`config.mk`:
```
export PLATFORM = sky130hd
export DESIGN_NAME = wdt_apb_guard
export DESIGN_NICKNAME = d
export VERILOG_FILES = /design/src/rtl/wdt_pkg.sv /design/src/rtl/wdt_regfile.sv /design/src/rtl/wdt_engine.sv /design/src/rtl/wdt_readmux.sv /design/src/rtl/wdt_apb_guard.sv
export SDC_FILE = /design/constraint.sdc
export NUM_CORES = 1
export LEC_CHECK = 0
export CAP_MARGIN = 20
export CORE_AREA = 10 10 153 155
export DETAILED_ROUTE_END_ITERATION = 6
export DIE_AREA = 0 0 163 165
export DONT_BUFFER_PORTS = 1
export PLACE_DENSITY = 0.35
export SETUP_SLACK_MARGIN = 0.2
export SLEW_MARGIN = 5
export SYNTH_ARGS = -nofsm -noshare
export SYNTH_HDL_FRONTEND = slang
export SYNTH_SLANG_ARGS = --single-unit
```
`constraint.sdc`:
```
create_clock -name pclk -period 2.97 [get_ports pclk]
set_input_delay 0.4455 -clock pclk [delete_from_list [all_inputs] [get_ports pclk]]
set_output_delay 0.4455 -clock pclk [all_outputs]
set_load 0.03 [all_outputs]
```
`src/rtl/wdt_pkg.sv`:
```
package wdt_pkg;
    typedef enum logic [1:0] {
        ST_COUNT = 2'd0,
        ST_ARMED = 2'd1,
        ST_HALT  = 2'd2,
        ST_SPENT = 2'd3
    } wdt_state_e;

    localparam logic [11:0] OFF_LOAD  = 12'h000;
    localparam logic [11:0] OFF_COUNT = 12'h004;
    localparam logic [11:0] OFF_CTRL  = 12'h008;
    localparam logic [11:0] OFF_CLR   = 12'h00C;
    localparam logic [11:0] OFF_RIS   = 12'h010;
    localparam logic [11:0] OFF_MIS   = 12'h014;
    localparam logic [11:0] OFF_LOCK  = 12'hC00;
    localparam logic [11:0] OFF_ITCR  = 12'hF00;
    localparam logic [11:0] OFF_ITOP  = 12'hF04;
    localparam logic [11:0] OFF_ID0   = 12'hFD0;
    localparam int          ID_WORDS  = 12;
    localparam logic [31:0] UNLOCK_KEY = 32'h1ACC_E551;
endpackage

```
`src/rtl/wdt_regfile.sv`:
```
module wdt_regfile
    import wdt_pkg::*;
#(
    parameter int DW         = 32,
    parameter int AW         = 12,
    parameter bit RESTRICTED = 1'b0
) (
    input  logic          clk,
    input  logic          rst_n,
    input  logic          wr_en,
    input  logic [AW-1:0] addr,
    input  logic [DW-1:0] wdata,
    output logic [DW-1:0] load_q,
    output logic [1:0]    ctrl_q,
    output logic          locked_q,
    output logic          itcr_q,
    output logic [1:0]    itop_q,
    output logic          load_wr,
    output logic          clr_wr
);
    logic wr_ok;
    logic ctrl_wr;

    assign wr_ok   = wr_en && (!locked_q || addr == AW'(OFF_LOCK));
    assign load_wr = wr_ok && addr == AW'(OFF_LOAD);
    assign clr_wr  = wr_ok && addr == AW'(OFF_CLR);
    assign ctrl_wr = wr_ok && addr == AW'(OFF_CTRL) && !(RESTRICTED && ctrl_q[0]);

    always_ff @(posedge clk or negedge rst_n) begin
        if (!rst_n) begin
            load_q   <= '1;
            ctrl_q   <= 2'b00;
            locked_q <= 1'b0;
        end else begin
            if (load_wr) load_q <= wdata;
            if (ctrl_wr) ctrl_q <= wdata[1:0];
            if (wr_en && addr == AW'(OFF_LOCK))
                locked_q <= (wdata != DW'(UNLOCK_KEY));
        end
    end

    generate
        if (RESTRICTED) begin : g_no_itest
            assign itcr_q = 1'b0;
            assign itop_q = 2'b00;
        end else begin : g_itest
            logic       itcr_r;
            logic [1:0] itop_r;
            always_ff @(posedge clk or negedge rst_n) begin
                if (!rst_n) begin
                    itcr_r <= 1'b0;
                    itop_r <= 2'b00;
                end else begin
                    if (wr_ok && addr == AW'(OFF_ITCR)) itcr_r <= wdata[0];
                    if (wr_ok && addr == AW'(OFF_ITOP)) itop_r <= wdata[1:0];
                end
            end
            assign itcr_q = itcr_r;
            assign itop_q = itop_r;
        end
    endgenerate

    // a locked block keeps its load value through a load write
    p_lock_holds_load_r9: assert property (@(posedge clk) disable iff (!rst_n)
        (locked_q && wr_en && addr == AW'(OFF_LOAD)) |=> $stable(load_q));

    // restricted control freezes once the interrupt is enabled
    p_ctrl_frozen_r11: assert property (@(posedge clk) disable iff (!rst_n)
        (RESTRICTED && ctrl_q[0]) |=> $stable(ctrl_q));
endmodule

```
`src/rtl/wdt_engine.sv`:
```
module wdt_engine
    import wdt_pkg::*;
#(
    parameter int DW = 32
) (
    input  logic          clk,
    input  logic          rst_n,
    input  logic          tick,
    input  logic          reload_req,
    input  logic [DW-1:0] reload_val,
    input  logic [DW-1:0] load_q,
    input  logic          clr_req,
    output logic [DW-1:0] count_q,
    output logic          raw_int,
    output logic          rst_stat
);
    wdt_state_e state_q, state_d;
    logic       running;
    logic       expire;

    assign running = (state_q == ST_COUNT) || (state_q == ST_ARMED);
    assign expire  = running && tick && !reload_req && count_q == DW'(1);

    always_comb begin
        state_d = state_q;
        unique case (state_q)
            ST_COUNT: if (expire)  state_d = ST_ARMED;
            ST_ARMED: if (clr_req) state_d = ST_COUNT;
                      else if (expire) state_d = ST_HALT;
            ST_HALT:  if (clr_req) state_d = ST_SPENT;
            ST_SPENT: state_d = ST_SPENT;
        endcase
    end

    always_ff @(posedge clk or negedge rst_n) begin
        if (!rst_n) state_q <= ST_COUNT;
        else        state_q <= state_d;
    end

    always_ff @(posedge clk or negedge rst_n) begin
        if (!rst_n)
            count_q <= '1;
        else if (reload_req)
            count_q <= reload_val;
        else if (running && tick)
            count_q <= (count_q == '0) ? load_q : count_q - DW'(1);
    end

    always_comb begin
        raw_int  = 1'b0;
        rst_stat = 1'b0;
        unique case (state_q)
            ST_COUNT: ;
            ST_ARMED: raw_int = 1'b1;
            ST_HALT:  begin raw_int = 1'b1; rst_stat = 1'b1; end
            ST_SPENT: rst_stat = 1'b1;
        endcase
    end

    // first expiry arms the interrupt
    p_arm_on_expiry_r5: assert property (@(posedge clk) disable iff (!rst_n)
        (state_q == ST_COUNT && expire) |=> raw_int && !rst_stat);

    // a halted counter does not move without a reload write
    p_halt_frozen_r6: assert property (@(posedge clk) disable iff (!rst_n)
        (!running && !reload_req) |=> $stable(count_q));

    // reset status is sticky
    p_rst_sticky_r6: assert property (@(posedge clk) disable iff (!rst_n)
        rst_stat |=> rst_stat);

    // a clear while armed returns to counting
    p_clear_disarms_r7: assert property (@(posedge clk) disable iff (!rst_n)
        (state_q == ST_ARMED && clr_req) |=> !raw_int);
endmodule

```
`src/rtl/wdt_readmux.sv`:
```
module wdt_readmux
    import wdt_pkg::*;
#(
    parameter int                  DW         = 32,
    parameter int                  AW         = 12,
    parameter bit                  RESTRICTED = 1'b0,
    parameter logic [ID_WORDS*8-1:0] ID_BYTES = '0
) (
    input  logic [AW-1:0] addr,
    input  logic [DW-1:0] load_q,
    input  logic [DW-1:0] count_q,
    input  logic [1:0]    ctrl_q,
    input  logic          raw_int,
    input  logic          mis,
    input  logic          locked_q,
    input  logic          itcr_q,
    output logic [DW-1:0] rdata
);
    localparam logic [AW-1:0] ID_LO = AW'(OFF_ID0);
    localparam logic [AW-1:0] ID_HI = AW'(OFF_ID0 + 12'(4 * (ID_WORDS - 1)));

    logic [DW-1:0] id_word [ID_WORDS];
    logic [AW-1:0] id_off;
    logic          id_hit;

    generate
        for (genvar g = 0; g < ID_WORDS; g++) begin : g_id
            assign id_word[g] = DW'(ID_BYTES[g*8 +: 8]);
        end
    endgenerate

    assign id_off = addr - ID_LO;
    assign id_hit = addr >= ID_LO && addr <= ID_HI && addr[1:0] == 2'b00;

    always_comb begin
        rdata = '0;
        if (id_hit) begin
            rdata = id_word[id_off[AW-1:2]];
        end else begin
            case (addr)
                AW'(OFF_LOAD):  rdata = load_q;
                AW'(OFF_COUNT): rdata = count_q;
                AW'(OFF_CTRL):  rdata = DW'(ctrl_q);
                AW'(OFF_RIS):   rdata = DW'(raw_int);
                AW'(OFF_MIS):   rdata = DW'(mis);
                AW'(OFF_LOCK):  rdata = DW'(locked_q);
                AW'(OFF_ITCR):  rdata = RESTRICTED ? '0 : DW'(itcr_q);
                default:        rdata = '0;
            endcase
        end
    end
endmodule

```
`src/rtl/wdt_apb_guard.sv`:
```
module wdt_apb_guard
    import wdt_pkg::*;
#(
    parameter int                    DW         = 32,
    parameter int                    AW         = 12,
    parameter bit                    RESTRICTED = 1'b0,
    parameter logic [ID_WORDS*8-1:0] ID_BYTES   = 96'hB1_05_F0_0D_00_3C_2A_17_00_00_00_06
) (
    input  logic          pclk,
    input  logic          presetn,
    input  logic          wclk_en,
    input  logic          psel,
    input  logic          penable,
    input  logic          pwrite,
    input  logic [AW-1:0] paddr,
    input  logic [DW-1:0] pwdata,
    output logic [DW-1:0] prdata,
    output logic          pready,
    output logic          pslverr,
    output logic          wdt_irq,
    output logic          wdt_rst_req
);
    logic          wr_en;
    logic [DW-1:0] load_q;
    logic [DW-1:0] count_q;
    logic [1:0]    ctrl_q;
    logic          locked_q;
    logic          itcr_q;
    logic [1:0]    itop_q;
    logic          load_wr;
    logic          clr_wr;
    logic          raw_int;
    logic          rst_stat;
    logic          mis;
    logic          reload_req;
    logic [DW-1:0] reload_val;

    assign wr_en      = psel && penable && pwrite;
    assign pready     = 1'b1;
    assign pslverr    = 1'b0;
    assign reload_req = load_wr || clr_wr;
    assign reload_val = load_wr ? pwdata : load_q;
    assign mis        = raw_int && ctrl_q[0];

    wdt_regfile #(.DW(DW), .AW(AW), .RESTRICTED(RESTRICTED)) u_regs (
        .clk(pclk), .rst_n(presetn), .wr_en(wr_en), .addr(paddr), .wdata(pwdata),
        .load_q(load_q), .ctrl_q(ctrl_q), .locked_q(locked_q), .itcr_q(itcr_q),
        .itop_q(itop_q), .load_wr(load_wr), .clr_wr(clr_wr)
    );

    wdt_engine #(.DW(DW)) u_engine (
        .clk(pclk), .rst_n(presetn), .tick(wclk_en), .reload_req(reload_req),
        .reload_val(reload_val), .load_q(load_q), .clr_req(clr_wr),
        .count_q(count_q), .raw_int(raw_int), .rst_stat(rst_stat)
    );

    wdt_readmux #(.DW(DW), .AW(AW), .RESTRICTED(RESTRICTED), .ID_BYTES(ID_BYTES)) u_rd (
        .addr(paddr), .load_q(load_q), .count_q(count_q), .ctrl_q(ctrl_q),
        .raw_int(raw_int), .mis(mis), .locked_q(locked_q), .itcr_q(itcr_q),
        .rdata(prdata)
    );

    always_comb begin
        if (itcr_q) begin
            wdt_irq     = itop_q[1];
            wdt_rst_req = itop_q[0];
        end else begin
            wdt_irq     = mis;
            wdt_rst_req = rst_stat && ctrl_q[1];
        end
    end

    // with the interrupt disabled and no test override, no interrupt
    p_irq_masked_r8: assert property (@(posedge pclk) disable iff (!presetn)
        (!itcr_q && !ctrl_q[0]) |-> !wdt_irq);

    // no reset request without reset status in normal mode
    p_rst_needs_status_r8: assert property (@(posedge pclk) disable iff (!presetn)
        (!itcr_q && !rst_stat) |-> !wdt_rst_req);

    // the bus never stalls and never errors
    p_bus_static_r12: assert property (@(posedge pclk) disable iff (!presetn)
        pready && !pslverr);
endmodule

```
Yosys cells after proc, flatten, opt, wreduce, memory -nomap -nowiden
Memories as Yosys holds them, arrays and structs flattened.
Cells that the tools add are included.
Word-level totals
  flip-flop bits (word level): 72
  ROM bits: 512
  output and inout port bits: 36
  memories kept: 1
Cells by class
  add/sub/neg operators: 2
  $lt $le $gt $ge: 3
  eq/ne operators: 16
  mux-type cells: 17
  bitwise logic cells: 1
  reduce and logical (&&, ||, !) cells: 29
Memory list
  (no name shown): words 16, width 32, read ports 1, clocked after memory_dff 0, wr ports 0, line wdt_readmux.sv:38  | rdata = id_word[id_off[AW-1:2]];
Operators by type and width (number)
  2-to-1 mux 32 bit: 7
  case mux 32 bit (7 select lines): 1
  equality test 12 bit (second input constant): 3
  equality test 32 x 1 -> 1 bit (second input constant): 1
  zero test 32 bit: 1
  != test 32 x 29 -> 1 bit (second input constant): 1
  subtractor 32 x 1 -> 32 bit (second input constant): 1
  equality test 12 x 4 -> 1 bit (second input constant): 2
  equality test 12 x 5 -> 1 bit (second input constant): 2
  logical AND 1 bit: 16
  equality test 12 x 3 -> 1 bit (second input constant): 1
  greater-or-equal comparator 12 bit (second input constant): 1
  less-or-equal comparator 12 bit (second input constant): 1
  zero test 12 bit: 1
  subtractor 12 bit (second input constant): 1
  greater-or-equal comparator 11 x 5 -> 1 bit (second input constant): 1
  NOT 10 -> 11 bit: 1
  2-to-1 mux 2 bit: 4
  case mux 2 bit (4 select lines): 1
  equality test 2 bit (second input constant): 2
  zero test 2 bit: 2
  2-to-1 mux 1 bit: 4
  OR reduction 2 bit: 2
  logical OR 1 bit: 3
  other kinds (7): 8

Longest topological paths before layout
  depth after elaboration: 11
  gate-level depth with buffers: 9
  gate-level depth less buffers: 8

Hierarchy
A second synthesis with hierarchy kept.
Second synthesis, totals
  cells, all modules: 564
  area total of the unflattened synthesis: 5699.2 sq um
Modules (own cells, without submodules)
  wdt_engine: times used 1, cells each 321, area each 2701.3 sq um, seq. area each 890.9 sq um
  wdt_regfile: times used 1, cells each 107, area each 1661.6 sq um, seq. area each 991.0 sq um
  wdt_readmux: times used 1, cells each 89, area each 730.7 sq um, seq. area each 0.0 sq um
  wdt_apb_guard: times used 1, cells each 47, area each 605.6 sq um, seq. area each 0.0 sq um

Worst setup path after synthesis
OpenSTA, ideal clock, no wires.
  path kind: input-to-output
  start: input paddr[8]
  end: output prdata[3]
  arrival: 2400 ps
  required time: 2525 ps
  slack: 125 ps
  stages: 6
  buffers on the path: 2
  path through: or4_1 nor3_1 and2_1 clkbuf_1 buf_1 a221o_1
Between the ends
  cells in the longest elaborated chain, start to end: 4
  elaborated cells on any way between the ends: 13
  classes of those cells: order compare: 2; eq/ne: 6; mux: 2; reduce/logical: 3
RTL lines
  start, declared: line wdt_apb_guard.sv:15  | input logic [AW-1:0] paddr,
  greater-or-equal comparator 12 bit or less-or-equal comparator 12 bit (tied branches): line wdt_readmux.sv:33  | assign id_hit = addr >= ID_LO && addr <= ID_HI && addr[1:0] == 2'b00;
  logical AND 1 bit (2 in series): line wdt_readmux.sv:33
  2-to-1 mux 32 bit (*): line wdt_readmux.sv:37  | if (id_hit) begin
  end, declared: line wdt_apb_guard.sv:17  | output logic [DW-1:0] prdata,
Mark *: on every way between the ends. The rest lies on a longest branch, timed or not.

Worst setup path in the final report
  start: register u_engine.count_q[14]
  end: register u_engine.state_q[1]
Between the ends
  cells in the longest elaborated chain, start to end: 4
  elaborated cells on any way between the ends: 5
  classes of those cells: eq/ne: 3; reduce/logical: 2
RTL lines
  start, declared: line wdt_engine.sv:13  | output logic [DW-1:0] count_q,
  start signal, assigned: line wdt_engine.sv:44  | count_q <= reload_val;
  start signal, assigned: line wdt_engine.sv:46  | count_q <= (count_q == '0) ? load_q : count_q - DW'(1);
  equality test 32 x 1 -> 1 bit (*): line wdt_engine.sv:22  | assign expire = running && tick && !reload_req && count_q == DW'(1);
  logical AND 1 bit (*): line wdt_engine.sv:22
  != test 3 x 2 -> 1 bit (no source line) or != test 2 x 1 -> 1 bit (tied branches)
  AND reduction 3 bit (no source line) (*)
  end signal, assigned: line wdt_engine.sv:37  | else state_q <= state_d;
  end, declared: line wdt_engine.sv:17  | wdt_state_e state_q, state_d;
Marked as above.
A chain may end at the register's enable or synchronous reset.

==> impl_metrics.env <==
export IMPL_critical_path_required_ns=3.20
export IMPL_synthArstFlopShare_pct=100
export IMPL_finalCriticalPeriod_ns=2.71
export IMPL_vias=4597
export IMPL_layout_drive_gt1_share_pct=33.3
export IMPL_relSlewSlack_pct=50.0
export IMPL_tightest_slew_ns=0.740
export IMPL_failed_checks="negative hold slack"
export IMPL_path_cells="or4_4 > or4_4 > buf_12 > or4_1 > nor2_1 > o21ai_1 > mux2_2"
export IMPL_yosys_cell_types_count=66
export IMPL_mappedNetlistArea_mm2=0.00503
export IMPL_cp_slowest_stage_delay_ns=0.54
export IMPL_crit_fanout=14
export IMPL_antenna_found_initial=0
export IMPL_slowest_stage="or4_4"
export IMPL_drv_cap=0
export IMPL_multi_input_area_mm2=0.00302
export IMPL_drt_total_wl_mm=19.2
export IMPL_hold_path_class="in2async"
export IMPL_p_sw_share_pct=35.8
export IMPL_syn_inst=557
export IMPL_post_route_period_util_pct=91.2
export IMPL_die_w_um=163
export IMPL_synth_seq_area_share_pct=37.4
export IMPL_p_sw_mw=1.21
export IMPL_design_core_area_mm2=0.0202
export IMPL_die_area_mm2=0.0269
export IMPL_dr_pass1_iters=5
export IMPL_status="complete, but fails checks"
export IMPL_critPathLaunch="u_engine.count_q[14]$_DFFE_PN1P_"
export IMPL_path_clk_slew_ns=0.06
export IMPL_synth_avg_cell_area_um2=9.03
export IMPL_synth_ff_type="dfstp_2"
export IMPL_r2r_start="u_engine.count_q[14]$_DFFE_PN1P_"
export IMPL_ir_drop_mv=0.281
export IMPL_power_leakage_nw=2.36
export IMPL_cts_sinks=72
export IMPL_finClkSkew_ns=0.00953
export IMPL_clk_latency_ns=0.35
export IMPL_pwr_density_cell_mw_per_mm2=555
export IMPL_slew_viol_final=0
export IMPL_grt_pass1_wl_mm=29.5
export IMPL_dpl_cell_area_mm2=0.00574
export IMPL_viasPerCell=5.30
export IMPL_crit_path_start_kind="flip-flop"
export IMPL_portBuffers=0
export IMPL_finalHoldViolCount=4
export IMPL_ios=86
export IMPL_setup_viol=0
export IMPL_tns_ns=0
export IMPL_pwr_share_seq_pct=38.0
export IMPL_grt_pass1_vias=4791
export IMPL_clk_path_buf_depth=2
export IMPL_nets=660
export IMPL_arrival_ns=2.94
export IMPL_whs_ns=-0.0175
export IMPL_cts_buffers=9
export IMPL_fmax_mhz=369
export IMPL_ys_ff_latch=72
export IMPL_rsz0062_at_grt="yes"
export IMPL_area_growth_pct=21.4
export IMPL_drc=0
export IMPL_design_power_total_mw=3.39
export IMPL_register_area_mm2=0.00188
export IMPL_cts_tree="yes"
export IMPL_syn_nets=623
export IMPL_dpl_hpwl_mm=13.8
export IMPL_comb_power_share_pct=32.2
export IMPL_cts_max_level=3
export IMPL_start_util_pct=24.9
export IMPL_synth_edf_count=0
export IMPL_clock_power_share_pct=29.8
export IMPL_cts_root_buf="clkbuf_16"
export IMPL_place_gp_congestion=0.810
export IMPL_grt_ovfl_total=0
export IMPL_die_y_um=165
export IMPL_initialDrtViolationCount=314
export IMPL_grt_usage_pct=14.2
export IMPL_num_rows=52
export IMPL_setup_worst_path_class="reg2reg"
export IMPL_postRouteAntennaNets=0
export IMPL_avgRoutedWirePerCell_um=22.1
export IMPL_critical_path_endpoint_type="flip-flop"
export IMPL_num_fill_cells=2176
export IMPL_diodes=0
export IMPL_ys_warnings_count=0
export IMPL_design_area_mm2=0.00610
export IMPL_critPathMostFrequentCell="or4_4"
export IMPL_p_int_mw=2.17
export IMPL_grt_max_degree=73
[cell usage after synthesis, types with 4 or more instances]
cell	n	area, um^2
nor3_1	22	110
and3_1	4	25.0
nand2_1	49	184
nand3_1	26	130
nor4_1	9	56.3
nand2b_1	4	25.0
dfstp_2	64	1680
mux2i_1	4	40.0
nand4_1	8	50.1
o211ai_1	13	97.6
mux2_2	39	439
nor4bb_1	6	60.1
a21oi_1	27	135
o31ai_1	6	45.0
dfrtp_1	8	200
o22ai_1	5	31.3
or2_2	5	31.3
nor2_1	43	161
a22o_1	25	219
o21ai_0	32	160
inv_1	13	48.8
a31oi_1	7	43.8
ha_1	16	200
and2_1	5	31.3
or4_1	12	90.1
a221o_1	6	60.1
clkbuf_1	26	97.6
o21a_1	4	30.0
a211o_1	5	43.8
or3_1	7	43.8
[through the flow]
stage / std cells / setup WS [ns] / utilization [%]
after detailed placement: 851 / 0.128 / 28.5
after floorplan: 557 / 0.240 / -
after CTS: 867 / 0.215 / 30.0
after global routing: 868 / 0.171 / 30.3
after global placement: 851 / 0.147 / 28.5
final: 868 / 0.260 / 30.3
[flip-flops by register name (all words and copies together) (netlist names)]
register,cells
u_engine.count_q,32
u_engine.state_q,2
u_regs.load_q,32
u_regs.itop_q,2
u_regs.ctrl_q,2
u_regs.itcr_q,1
u_regs.locked_q,1
[power groups by stage]
stage               clock network [mW]  logic [mW]  registers (mW)
global placement                     0        1.02            1.30
floorplan                            0       0.707            1.24
finish                            1.01        1.09            1.29
detailed placement                   0        1.02            1.30
CTS                               1.05        1.07            1.28
global route                      1.08        1.22            1.31
[layer usage]
layer  vias up  GRT usage, %  share of wire (%)
met5         -             0                  0
met4         0          3.93                1.4
met3        18          3.71                6.2
met2       123          22.6                 46
met1      2273          18.6                 47
li1       2183             -                  -
[final timing paths]
check / end / slack (ns) / cells past startpoint
worst min register to register: u_regs.itop_q[1]$_DFFE_PN0P_ / 0.52 / 1
min in group pclk: u_regs.itcr_q$_DFFE_PN0P_ / 0.24 / 2
worst max-delay path: u_engine.state_q[1]$_DFFE_PN0P_ / 0.26 / 7
worst min-delay path: u_regs.locked_q$_DFFE_PN0P_ / -0.02 / 1
max in group asynchronous: u_engine.count_q[23]$_DFFE_PN1P_ / 2.61 / 1
worst max register to register: u_engine.state_q[1]$_DFFE_PN0P_ / 0.26 / 7
[timing repair]
| action | in CTS | in global routing |
|---|---|---|
| hold buffers | 1 | 0 |
| endpoints found under the setup margin | 14 | 22 |
| buffers inserted | 0 | 1 |
| hold endpoints to repair | 72 | 0 |
| pin swaps | 0 | 2 |
| gates resized for setup | 5 | 11 |
[cell type report]
cell class                 count  share of cell area, %
clock inverter                 1                 0.0820
inverter                      13                  0.800
clock buffer                  14                   4.16
multi-input combinational    437                   49.5
timing repair buffer          61                   9.06
tap                          270                   5.54
sequential                    72                   30.8
[worst max-delay path, delay by kind of cell, from the launching register on]
family,cells,cell delay [ns]
multiplexers,1,0.28
AND/OR/NAND/NOR,4,1.68
flip-flops,1,0.39
AO/OA/AOI/OAI,1,0.09
buffers and inverters,1,0.17
[cell families (layout without fill, tap and decap cells)]
| logic type | Yosys count | count (layout) | synth area share (%) |
|---|---|---|---|
| compound gates | 160 | 160 | 22.2 |
| mux | 43 | 43 | 9.53 |
| xor+xnor | 3 | 3 | 0.523 |
| flops | 72 | 72 | 37.4 |
| simple gates | 213 | 213 | 22.2 |
| buf+inv | 48 | 89 | 3.96 |
| other cells | 2 | 2 | 0.149 |
| fa+ha+maj | 16 | 16 | 3.98 |
[layout by cell type, fill, tap and decap left out, types with 4 or more instances in the layout]
master	Yosys	layout
a21oi_1	27	27
o21a_1	4	4
a221o_1	6	6
inv_1	13	13
nor2_1	43	42
nor3_1	22	20
a31oi_1	7	7
a22o_1	25	25
nand2_1	49	49
clkbuf_1	26	4
nor4_1	9	8
nand3_1	26	26
o22ai_1	5	5
dfstp_2	64	64
ha_1	16	16
mux2_2	39	39
buf_12	0	6
o31ai_1	6	6
or4_4	0	4
and3_1	4	4
clkbuf_16	0	9
nand4_1	8	8
mux2i_1	4	4
dfrtp_1	8	8
nand2b_1	4	4
o211ai_1	13	13
or4_1	12	8
o21ai_0	32	31
buf_4	2	54
and2_1	5	5
or3_1	7	5
nor4bb_1	6	6
or2_2	5	5
a211o_1	5	5
Note: power is estimated with default switching activity, not from simulation.
